**src/rtl/lpg_pkg.sv**
```systemverilog
package lpg_pkg;
  localparam int CNT_W    = 10;
  localparam int ADDR_W   = 3;
  localparam int NUM_REGS = 6;
  localparam int NUM_CH   = 3;

  typedef enum logic [ADDR_W-1:0] {
    REG_GAIN_S  = 3'd0,
    REG_GAIN_E  = 3'd1,
    REG_CLAMP_S = 3'd2,
    REG_CLAMP_E = 3'd3,
    REG_SYNC_S  = 3'd4,
    REG_SYNC_E  = 3'd5
  } reg_idx_e;

  // Channel order of the output pulses
  typedef enum int {CH_GAIN = 0, CH_CLAMP = 1, CH_SYNC = 2} ch_e;

  // Square-pixel 640-wide line placement; element 0 is gain start
  localparam logic [NUM_REGS-1:0][CNT_W-1:0] DEFAULT_VALS = {
    10'h050, 10'h020,   // sync end, sync start
    10'h040, 10'h028,   // clamp end, clamp start
    10'h008, 10'h2F8    // gain end, gain start
  };
endpackage

```
**src/rtl/lpg_line_counter.sv**
```systemverilog
module lpg_line_counter #(
  parameter int W = lpg_pkg::CNT_W
) (
  input  logic         clk,
  input  logic         rst_n,
  input  logic         line_start,
  output logic [W-1:0] count,
  output logic         saturated
);
  localparam logic [W-1:0] CNT_MAX = '1;

  always_ff @(posedge clk or negedge rst_n) begin
    if (!rst_n)                count <= CNT_MAX;
    else if (line_start)       count <= '0;
    else if (count != CNT_MAX) count <= count + 1'b1;
  end

  assign saturated = (count == CNT_MAX);

  a_r1_zero_after_edge: assert property (@(posedge clk) disable iff (!rst_n)
    line_start |=> (count == '0));

  a_r2_hold_saturated: assert property (@(posedge clk) disable iff (!rst_n)
    (saturated && !line_start) |=> saturated);

  a_r1_step_by_one: assert property (@(posedge clk) disable iff (!rst_n)
    (!saturated && !line_start) |=> (count == $past(count) + 1'b1));
endmodule

```
**src/rtl/lpg_win_regs.sv**
```systemverilog
module lpg_win_regs #(
  parameter int W  = lpg_pkg::CNT_W,
  parameter int N  = lpg_pkg::NUM_REGS,
  parameter int AW = lpg_pkg::ADDR_W,
  parameter logic [N-1:0][W-1:0] INIT = lpg_pkg::DEFAULT_VALS
) (
  input  logic                clk,
  input  logic                rst_n,
  input  logic                line_start,
  input  logic                wr_en,
  input  logic [AW-1:0]       wr_addr,
  input  logic [W-1:0]        wr_data,
  output logic [N-1:0][W-1:0] active
);
  logic [N-1:0][W-1:0] staged;

  always_ff @(posedge clk or negedge rst_n) begin
    if (!rst_n) begin
      staged <= INIT;
    end else begin
      for (int i = 0; i < N; i++) begin
        if (wr_en && (wr_addr == AW'(i))) staged[i] <= wr_data;
      end
    end
  end

  always_ff @(posedge clk or negedge rst_n) begin
    if (!rst_n)          active <= INIT;
    else if (line_start) active <= staged;
  end

  a_r5_active_only_at_edge: assert property (@(posedge clk) disable iff (!rst_n)
    !line_start |=> $stable(active));

  a_r5_copy_at_edge: assert property (@(posedge clk) disable iff (!rst_n)
    line_start |=> (active == $past(staged)));
endmodule

```
**src/rtl/lpg_acq_ctrl.sv**
```systemverilog
module lpg_acq_ctrl (
  input  logic clk,
  input  logic rst_n,
  input  logic line_start,
  input  logic lock,
  input  logic restart,
  output logic acq
);
  always_ff @(posedge clk or negedge rst_n) begin
    if (!rst_n)                          acq <= 1'b1;
    else if (restart)                    acq <= 1'b1;
    else if (acq && lock)                acq <= 1'b0;
    else if (!acq && !lock && line_start) acq <= 1'b1;
  end

  a_r7_restart_enters_acq: assert property (@(posedge clk) disable iff (!rst_n)
    restart |=> acq);

  a_r8_lock_leaves_acq: assert property (@(posedge clk) disable iff (!rst_n)
    (acq && lock && !restart) |=> !acq);

  a_r9_wait_for_edge: assert property (@(posedge clk) disable iff (!rst_n)
    (!acq && !restart && !line_start) |=> !acq);
endmodule

```
**src/rtl/lpg_window.sv**
```systemverilog
module lpg_window #(
  parameter int W = lpg_pkg::CNT_W
) (
  input  logic [W-1:0] count,
  input  logic         saturated,
  input  logic [W-1:0] win_start,
  input  logic [W-1:0] win_end,
  output logic         hit
);
  logic above_start, below_end;

  assign above_start = (count >= win_start);
  assign below_end   = (count <  win_end);

  always_comb begin
    if (saturated)                 hit = 1'b0;
    else if (win_start < win_end)  hit = above_start && below_end;
    else if (win_start > win_end)  hit = above_start || below_end;
    else                           hit = 1'b0;
  end
endmodule

```
**src/rtl/line_pulse_gen.sv**
```systemverilog
module line_pulse_gen #(
  parameter int CNT_W  = lpg_pkg::CNT_W,
  parameter int ADDR_W = lpg_pkg::ADDR_W
) (
  input  logic              clk,
  input  logic              rst_n,
  input  logic              hsync_fall,
  input  logic              pll_locked,
  input  logic              acq_restart,
  input  logic              cfg_wr_en,
  input  logic [ADDR_W-1:0] cfg_wr_addr,
  input  logic [CNT_W-1:0]  cfg_wr_data,
  output logic              gain_win,
  output logic              clamp_win,
  output logic              hsync_out
);
  import lpg_pkg::*;

  localparam int NR = lpg_pkg::NUM_REGS;
  localparam int NC = lpg_pkg::NUM_CH;

  logic [CNT_W-1:0]           count;
  logic                       saturated;
  logic [NR-1:0][CNT_W-1:0]   regs;
  logic                       acq;
  logic [NC-1:0][CNT_W-1:0]   sel_start, sel_end;
  logic [NC-1:0]              hit, pulse_q;

  lpg_line_counter #(.W(CNT_W)) u_cnt (
    .clk(clk), .rst_n(rst_n), .line_start(hsync_fall),
    .count(count), .saturated(saturated)
  );

  lpg_win_regs #(.W(CNT_W), .N(NR), .AW(ADDR_W)) u_regs (
    .clk(clk), .rst_n(rst_n), .line_start(hsync_fall),
    .wr_en(cfg_wr_en), .wr_addr(cfg_wr_addr), .wr_data(cfg_wr_data),
    .active(regs)
  );

  lpg_acq_ctrl u_acq (
    .clk(clk), .rst_n(rst_n), .line_start(hsync_fall),
    .lock(pll_locked), .restart(acq_restart), .acq(acq)
  );

  // Window placement per channel; clamp borrows the gain window while acquiring
  always_comb begin
    sel_start[CH_GAIN]  = regs[REG_GAIN_S];
    sel_end[CH_GAIN]    = regs[REG_GAIN_E];
    sel_start[CH_CLAMP] = acq ? regs[REG_GAIN_S] : regs[REG_CLAMP_S];
    sel_end[CH_CLAMP]   = acq ? regs[REG_GAIN_E] : regs[REG_CLAMP_E];
    sel_start[CH_SYNC]  = regs[REG_SYNC_S];
    sel_end[CH_SYNC]    = regs[REG_SYNC_E];
  end

  for (genvar c = 0; c < NC; c++) begin : g_ch
    lpg_window #(.W(CNT_W)) u_win (
      .count(count), .saturated(saturated),
      .win_start(sel_start[c]), .win_end(sel_end[c]),
      .hit(hit[c])
    );
  end

  always_ff @(posedge clk or negedge rst_n) begin
    if (!rst_n) pulse_q <= '0;
    else        pulse_q <= hit;
  end

  assign gain_win  = pulse_q[CH_GAIN];
  assign clamp_win = pulse_q[CH_CLAMP];
  assign hsync_out = pulse_q[CH_SYNC];

  a_r2_quiet_when_saturated: assert property (@(posedge clk) disable iff (!rst_n)
    saturated |=> (pulse_q == '0));

  a_r7_overlap_in_acq: assert property (@(posedge clk) disable iff (!rst_n)
    acq |=> (gain_win == clamp_win));

  a_r4_empty_window: assert property (@(posedge clk) disable iff (!rst_n)
    (regs[REG_SYNC_S] == regs[REG_SYNC_E]) |=> !hsync_out);
endmodule

```
**config.mk**
```make
export PLATFORM = sky130hd
export DESIGN_NAME = line_pulse_gen
export DESIGN_NICKNAME = d
export VERILOG_FILES = /design/src/rtl/lpg_pkg.sv /design/src/rtl/lpg_line_counter.sv /design/src/rtl/lpg_win_regs.sv /design/src/rtl/lpg_acq_ctrl.sv /design/src/rtl/lpg_window.sv /design/src/rtl/line_pulse_gen.sv
export SDC_FILE = /design/constraint.sdc
export NUM_CORES = 1
export LEC_CHECK = 0
export ABC_AREA = 1
export ABC_CLOCK_PERIOD_IN_PS = 5100
export BUFFER_PORTS_ARGS = -buffer_cell sky130_fd_sc_hd__buf_2
export CAP_MARGIN = 40
export CORE_ASPECT_RATIO = 2
export CORE_MARGIN = 3
export CORE_UTILIZATION = 50
export DETAILED_ROUTE_END_ITERATION = 10
export PLACE_DENSITY = 0.66
export RECOVER_POWER = 25
export SLEW_MARGIN = 20
export SYNTH_ARGS = -nofsm -noshare
export SYNTH_HDL_FRONTEND = slang
export SYNTH_HIERARCHICAL = 1
export SYNTH_SLANG_ARGS = --single-unit
```
**constraint.sdc**
```tcl
create_clock -name clk -period 5.1 [get_ports clk]
set_input_delay 0.51 -clock clk [delete_from_list [all_inputs] [get_ports clk]]
set_output_delay 0.51 -clock clk [all_outputs]
set_load 0.01 [all_outputs]
```
==> flow_summary_export.csv, run 1 <==
group,metric,value,unit
detailed_routing,top_signal_layer_used,"met4",
synth,synthMostInstantiatedCell,"sky130_fd_sc_hd__nand2_1",
synth,post_synth.cell_area_avg,7.57,um2
flow_run,timing.max_cap.violations,1,
timing,finalHoldWorstSlack,0.340,ns
critical_path,critical_path.max_fanout,81,
detailed_routing,met3WireLength,466,um
die,number_of_core_rows,66,
grt,global_route.usage.total,0.218,
clock_network,cts.sinks,134,
finish,fraction_of_final_layout_cells_with_drive_strength_greater_than_1,0.123,
synth,dominant_combinational_cell_family_by_area_after_synthesis,"simple AND/OR/NAND/NOR gates",
finish,diodes,0,
critical_path,worst-endpoint-required,5.24,ns
detailed_routing,wirelength,19100,um
die,core-area,16300,um2
synth,synth_compound_gate_area_share,0.0657,
synth,async_flop_share,1.00,
synth,syn_inst,1097,
grt,grt_pass1_vias,6527,
detailed_routing,detailroute.via_count,6594,
synth,ys_seq_area_frac,0.409,
die,fp.dieH,188,um
clock_network,clk_path_buf_depth,2,
timing,timing.final.hold_violations,0,
outcome,run_status,"complete, but fails checks",
die,ioPinCount,22,
synth,post_synth_edffs,0,
detailed_routing,dr_wl_met2,10000,um
timing,timing.final.crit_period,3.09,ns
grt,wire_length_of_the_first_global_routing_pass,31800,um
detailed_routing,detail_route.wirelength.met1,8050,um
synth,post_synth_fa_ha_maj_area_fraction,0.133,
finish,fill_cells,1556,
critical_path,path_cells,"dlygate4sd3_1 -> clkbuf_1 -> clkbuf_2",
synth,yosysWarningCount,6,
die,floorplan.die_area,18300,um2
detailed_routing,drc,0,
detailed_routing,dr.pass1.iters,5,
detailed_routing,vias_per_cell,4.94,
timing,max_clock_freq,324,MHz
placed_design,finalWeightedCongestion,0.884,
die,initial_core_util,0.511,
synth,yosys-top-cells-area,"sky130_fd_sc_hd__dfrtp_1, sky130_fd_sc_hd__nand2_1, sky130_fd_sc_hd__ha_1",
clock_network,clock_latency_reported_for_the_late_side_of_the_worst_skew_pair,0.42,ns
synth,post_synthesis_cell_area,8310,um2
finish,area.growth.synth_to_final,9.87,%
clock_network,post_cts_resized,0,
synth,ys_top_cells_by_count,"sky130_fd_sc_hd__nand2_1, sky130_fd_sc_hd__inv_1, sky130_fd_sc_hd__dfrtp_1",
timing,setup_viol_count_final,0,
detailed_routing,ant_nets,0,
synth,ys_seq_elements,134,
clock_network,number_of_clock_buffers_inserted_by_tritoncts,17,
clock_network,clkSlewWorstSetupHoldPaths,0.06,ns
timing,slew_viol_final,82,
pwr,power-per-cell-area,382,nW/um2
synth,syn_nets,1204,
synth,fraction_of_synthesized_area_in_multiplexers,0,
synth,synthFlopType,"sky130_fd_sc_hd__dfrtp_1",
pwr,vdd_drop_max,0.318,mV
detailed_routing,drtIter0Drc,378,
critical_path,timing.setup.critical_path_class,"in -> async",
clock_network,cts.htree.levels,4,
outcome,failing_checks,"max-capacitance violations, max-slew violations",
die,die_x,97.1,um
worst_hold_path,timing.hold.worst.class,"in -> reg",
critical_path,critical_path.max_stage_delay,1.51,ns
clock_network,tritoncts_clock_tree,"yes",
critical_path,setup.worst_path.start_class,"input port",
pwr,leakage,4.99,nW
timing,fin_tns_setup,0,ns
placed_design,port-buffer-count,21,
grt,overflow,0,
critical_path,endpoint_kind,"async pin",
timing,final.period_utilization,0.605,
finish,final_nets,1224,
timing,final.setup_skew,0.00857,ns
timing,maxSlewHeadroom,-0.301,
clock_network,clock_tree.root_cell,"sky130_fd_sc_hd__clkbuf_16",
critical_path,critPathSlowestCell,"sky130_fd_sc_hd__clkbuf_2",
grt,grt_antenna_before_repair,0,
synth,yosys.cell_types.count,29,
timing,rsz0062_at_grt,"false",
synth,synth_top_cell_by_area,"sky130_fd_sc_hd__dfrtp_1",
detailed_routing,wire_per_inst,14.3,um
grt,maximum_number_of_pins_on_one_net_before_global_route_repair,107,
placed_design,dpl.hpwl,14400,um
synth,post_synth_and_or_nand_nor_area_fraction,0.280,
critical_path,timing.critical_path.arrival,3.23,ns
timing,worst-slew-pin-transition,1.95,ns
synth,synthXorXnorAreaFrac,0.00211,
synth,synthDominantCellAreaShare,0.292,
==> power breakdown <==
part	switching [mW]	internal, mW	total (mW)
sequential	0.147	1.28	1.43
clock	0.443	0.795	1.24
combinational	0.513	0.308	0.821
total	1.10	2.39	3.49
==> final timing paths <==
path / startpoint / endpoint / slack, ns / cells after the start
max in group clk: u_acq/acq$_DFFE_PN1P_ / pulse_q[1]$_DFF_PN0_ / 2.86 / 11
min in group asynchronous: rst_n / pulse_q[1]$_DFF_PN0_ / 0.70 / 2
min: acq_restart / u_acq/acq$_DFFE_PN1P_ / 0.34 / 3
min reg2reg: u_regs/staged[6]$_DFFE_PN1P_ / u_regs/staged[6]$_DFFE_PN1P_ / 0.46 / 2
max: rst_n / u_regs/active[32]$_DFFE_PN0P_ / 2.01 / 3
max reg2reg: u_acq/acq$_DFFE_PN1P_ / pulse_q[1]$_DFF_PN0_ / 2.86 / 11
==> registers in the layout (all words and copies together) (netlist names) <==
signal and count:
u_regs/active 60, u_regs/staged 60, u_cnt/count 10, pulse_q 3, u_acq/acq 1
==> repair_timing <==
item | CTS | global route
hold endpoints to repair | 2 | 0
buffers inserted | 0 | 0
hold buffers | 1 | 0
==> worst max-delay path, delay by kind of cell <==
kind | cells | cell delay (ns)
buffers and inverters | 3 | 2.64
==> stage by stage <==
step | cells | area (um2) | power (mW) | utilization | worst slack [ns]
after detailed placement | 1300 | 8530 | 2.27 | 0.524 | 2.87
after global placement | 1299 | 8500 | 2.24 | 0.523 | 2.91
after global routing | 1334 | 9130 | 3.74 | 0.561 | 1.51
after floorplan | 1097 | 8310 | 2.02 | - | 3.27
final | 1334 | 9130 | 3.49 | 0.561 | 2.01
after CTS | 1333 | 9140 | 3.53 | 0.562 | 2.86
==> placed cells by master, fill, tap and decap left out, types with 3 or more instances in the layout <==
cell type	netlist	final
sky130_fd_sc_hd__a21boi_2	3	3
sky130_fd_sc_hd__a21o_1	6	6
sky130_fd_sc_hd__a21oi_1	17	17
sky130_fd_sc_hd__a21oi_2	6	6
sky130_fd_sc_hd__buf_2	7	19
sky130_fd_sc_hd__bufinv_16	0	3
sky130_fd_sc_hd__clkbuf_1	2	8
sky130_fd_sc_hd__clkbuf_16	0	17
sky130_fd_sc_hd__dfrtp_1	97	97
sky130_fd_sc_hd__dfstp_2	37	37
sky130_fd_sc_hd__ha_1	88	88
sky130_fd_sc_hd__inv_1	184	184
sky130_fd_sc_hd__inv_2	7	7
sky130_fd_sc_hd__nand2_1	418	418
sky130_fd_sc_hd__nand2_2	14	14
sky130_fd_sc_hd__nand3_1	71	71
sky130_fd_sc_hd__nor2_1	34	34
sky130_fd_sc_hd__nor2_2	12	12
sky130_fd_sc_hd__nor2_4	8	8
sky130_fd_sc_hd__o21ai_0	60	60
==> layer usage <==
metal,GRT usage,up-vias
li1,-,3414
met5,0,-
met3,0.0296,34
met2,0.393,114
met1,0.255,3032
met4,0.0968,0
==> cell type report <==
cell class                      instances  area (um2)  area share
Inverter                              191         717      0.0786
Timing Repair Buffer                   27         164      0.0180
Tap cell                              204         255      0.0280
Clock inverter                          8         125      0.0137
Clock buffer                           24         472      0.0517
Multi-Input combinational cell        746        3990       0.438
Sequential cell                       134        3400       0.373
==> cells by family after synthesis <==
logic type / after synthesis
simple gates: 560
flops: 134
xor+xnor: 2
fa+ha+maj: 88
compound gates: 96
buf+inv: 217
No activity file was read; power rests on OpenSTA's default activity.
==> run 2, diff against run 1 <==
--- a/config.mk
+++ b/config.mk
@@ -6,7 +6,7 @@
 export NUM_CORES = 1
 export LEC_CHECK = 0
 export ABC_AREA = 1
-export ABC_CLOCK_PERIOD_IN_PS = 5100
+export ABC_CLOCK_PERIOD_IN_PS = 2950
 export BUFFER_PORTS_ARGS = -buffer_cell sky130_fd_sc_hd__buf_2
 export CAP_MARGIN = 40
 export CORE_ASPECT_RATIO = 2
==> constraint.sdc (replaced) <==
create_clock -name clk -period 2.95 [get_ports clk]
set_input_delay 0.295 -clock clk [delete_from_list [all_inputs] [get_ports clk]]
set_output_delay 0.295 -clock clk [all_outputs]
set_load 0.01 [all_outputs]
==> flow_summary_export.csv, run 2 (synthesis gave the netlist of run 1 again) <==
group,metric,value,unit
timing,max_clock_freq,430,MHz
critical_path,critical_path.max_fanout,22,
pwr,leakage,5.01,nW
finish,final_util,0.564,
pwr,sequentialPowerShare,0.404,
timing,fin_tns_setup,0,ns
pwr,power_report.internal_total,4.17,mW
critical_path,setup.worst_path.start_class,"flip-flop",
timing,final.setup_skew,0.00846,ns
pwr,vdd_drop_max,0.525,mV
pwr,net-switching-power,1.89,mW
timing,final.period_utilization,0.789,
flow_run,timing.max_cap.violations,0,
die,number_of_core_rows,66,
timing,timing.final.crit_period,2.33,ns
timing,slew_viol_final,0,
die,fp.dieH,188,um
clock_network,clock_tree.root_cell,"sky130_fd_sc_hd__clkbuf_16",
detailed_routing,detailroute.via_count,6518,
timing,worst-slew-pin-transition,0.739,ns
die,core-area,16300,um2
detailed_routing,ant_nets,0,
timing,finalHoldWorstSlack,0.107,ns
outcome,run_status,"finished clean",
timing,timing.final.hold_violations,0,
grt,maximum_number_of_pins_on_one_net_before_global_route_repair,125,
grt,grt_pass1_vias,6335,
grt,wire_length_of_the_first_global_routing_pass,31000,um
die,initial_core_util,0.511,
finish,final_nets,1226,
worst_hold_path,timing.hold.worst.class,"in -> reg",
die,ioPinCount,22,
critical_path,reg2reg_setup_slack,0.62,ns
pwr,power-per-cell-area,661,nW/um2
clock_network,number_of_clock_buffers_inserted_by_tritoncts,17,
detailed_routing,vias_per_cell,4.88,
finish,diodes,0,
finish,mostFrequentLayoutCell,"sky130_fd_sc_hd__nand2_1",
critical_path,timing.critical_path.arrival,2.68,ns
finish,fraction_of_final_layout_cells_with_drive_strength_greater_than_1,0.115,
detailed_routing,drc,0,
timing,maxSlewHeadroom,0.507,
finish,most_frequent_cells_in_the_layout,"sky130_fd_sc_hd__nand2_1, sky130_fd_sc_hd__inv_1, sky130_fd_sc_hd__dfrtp_1",
grt,overflow,0,
clock_network,clk_path_buf_depth,2,
clock_network,cts.htree.levels,4,
grt,grt_antenna_before_repair,0,
timing,setup_viol_count_final,0,
grt,global_route.usage.total,0.213,
timing,rsz0062_at_grt,"false",
detailed_routing,wirelength,18400,um
clock_network,clkSlewWorstSetupHoldPaths,0.06,ns
pwr,clock_power_share,0.362,
pwr,p_comb_frac,0.234,
die,floorplan.die_area,18300,um2
placed_design,dpl.hpwl,13800,um
clock_network,tritoncts_clock_tree,"yes",
finish,area.growth.synth_to_final,10.4,%
clock_network,cts_post_setup_buffers_inserted,0,
die,die_x,97.1,um
finish,biggestRegsByFlops,"u_regs/active (60), u_regs/staged (60), u_cnt/count (10)",
clock_network,cts.sinks,134,
critical_path,timing.setup.critical_path_class,"reg -> reg",
placed_design,finalWeightedCongestion,0.828,
detailed_routing,dr.pass1.iters,5,
detailed_routing,wire_per_inst,13.8,um
critical_path,endpoint_kind,"flip-flop",
detailed_routing,drtIter0Drc,252,
pwr,swShare,0.313,
critical_path,worst-endpoint-required,3.30,ns
clock_network,clock_latency_reported_for_the_late_side_of_the_worst_skew_pair,0.42,ns
placed_design,port-buffer-count,21,
## run 2: cell types whose count changed in the layout (fill, tap and decap cells not counted), sizes merged
| cell | delta |
|---|---|
| clkbuf | -1 |
| buf | +4 |
| clkinvlp | +1 |
| clkinv | -2 |
## run 2: path summary, 6_finish.rpt
path	start	end	cells past startpoint
max in group asynchronous	rst_n	u_regs/active[45]$_DFFE_PN1P_	3
hold reg to reg	u_regs/staged[3]$_DFFE_PN1P_	u_regs/staged[3]$_DFFE_PN1P_	2
hold / removal	acq_restart	u_acq/acq$_DFFE_PN1P_	3
setup / recovery	u_acq/acq$_DFFE_PN1P_	pulse_q[1]$_DFF_PN0_	11
setup reg to reg	u_acq/acq$_DFFE_PN1P_	pulse_q[1]$_DFF_PN0_	11
min in group asynchronous	rst_n	u_regs/staged[59]$_DFFE_PN0P_	2
## run 2: metrics by stage
stage	setup slack (ns)	std cells	power [mW]	cell area [um2]
final	0.623	1336	6.06	9170
after global routing	0.374	1336	6.48	9170
after floorplan	1.12	1097	3.50	8310
after global placement	0.676	1303	3.86	8560
after detailed placement	0.630	1303	3.91	8560
after CTS	0.610	1336	6.14	9180
## run 2: power by group through the flow
stage	Combinational (mW)	Clock [mW]	Sequential (mW)
finish	1.42	2.19	2.45
global route	1.67	2.31	2.50
CTS	1.44	2.24	2.46
detailed placement	1.43	0	2.48
global placement	1.38	0	2.48
floorplan	1.09	0	2.41
## run 2: repair_timing
item / CTS / global route
gates resized for setup: 0 / 0
hold buffers: 1 / 0
endpoints found under the hold margin: 49 / 0
## run 2: area by class of cell
class / instances / area [um2]
Multi-Input combinational cell: 746 / 3990
Timing Repair Buffer: 29 / 196
Fill cell: 1590 / 7100
Sequential cell: 134 / 3400
Clock inverter: 7 / 119
Clock buffer: 25 / 495
Inverter: 191 / 717
Tap cell: 204 / 255
## run 2: metal layers
layer | part of all wire | track usage
met1 | 0.42 | 0.248
met2 | 0.53 | 0.390
met3 | 0.024 | 0.0289
met4 | 0.024 | 0.0838
met5 | 0 | 0
## run 2: critical path, stage by stage (launching register included)
cell,delay (ns)
sky130_fd_sc_hd__dfstp_2,0.77
sky130_fd_sc_hd__inv_2,0.24
sky130_fd_sc_hd__nand2_1,0.11
sky130_fd_sc_hd__nand2_1,0.07
sky130_fd_sc_hd__ha_1,0.32
sky130_fd_sc_hd__nand2_2,0.11
sky130_fd_sc_hd__inv_1,0.05
sky130_fd_sc_hd__a21oi_2,0.14
sky130_fd_sc_hd__nand2_1,0.07
sky130_fd_sc_hd__nor2_2,0.11
sky130_fd_sc_hd__nand3_1,0.11
sky130_fd_sc_hd__a21oi_2,0.14
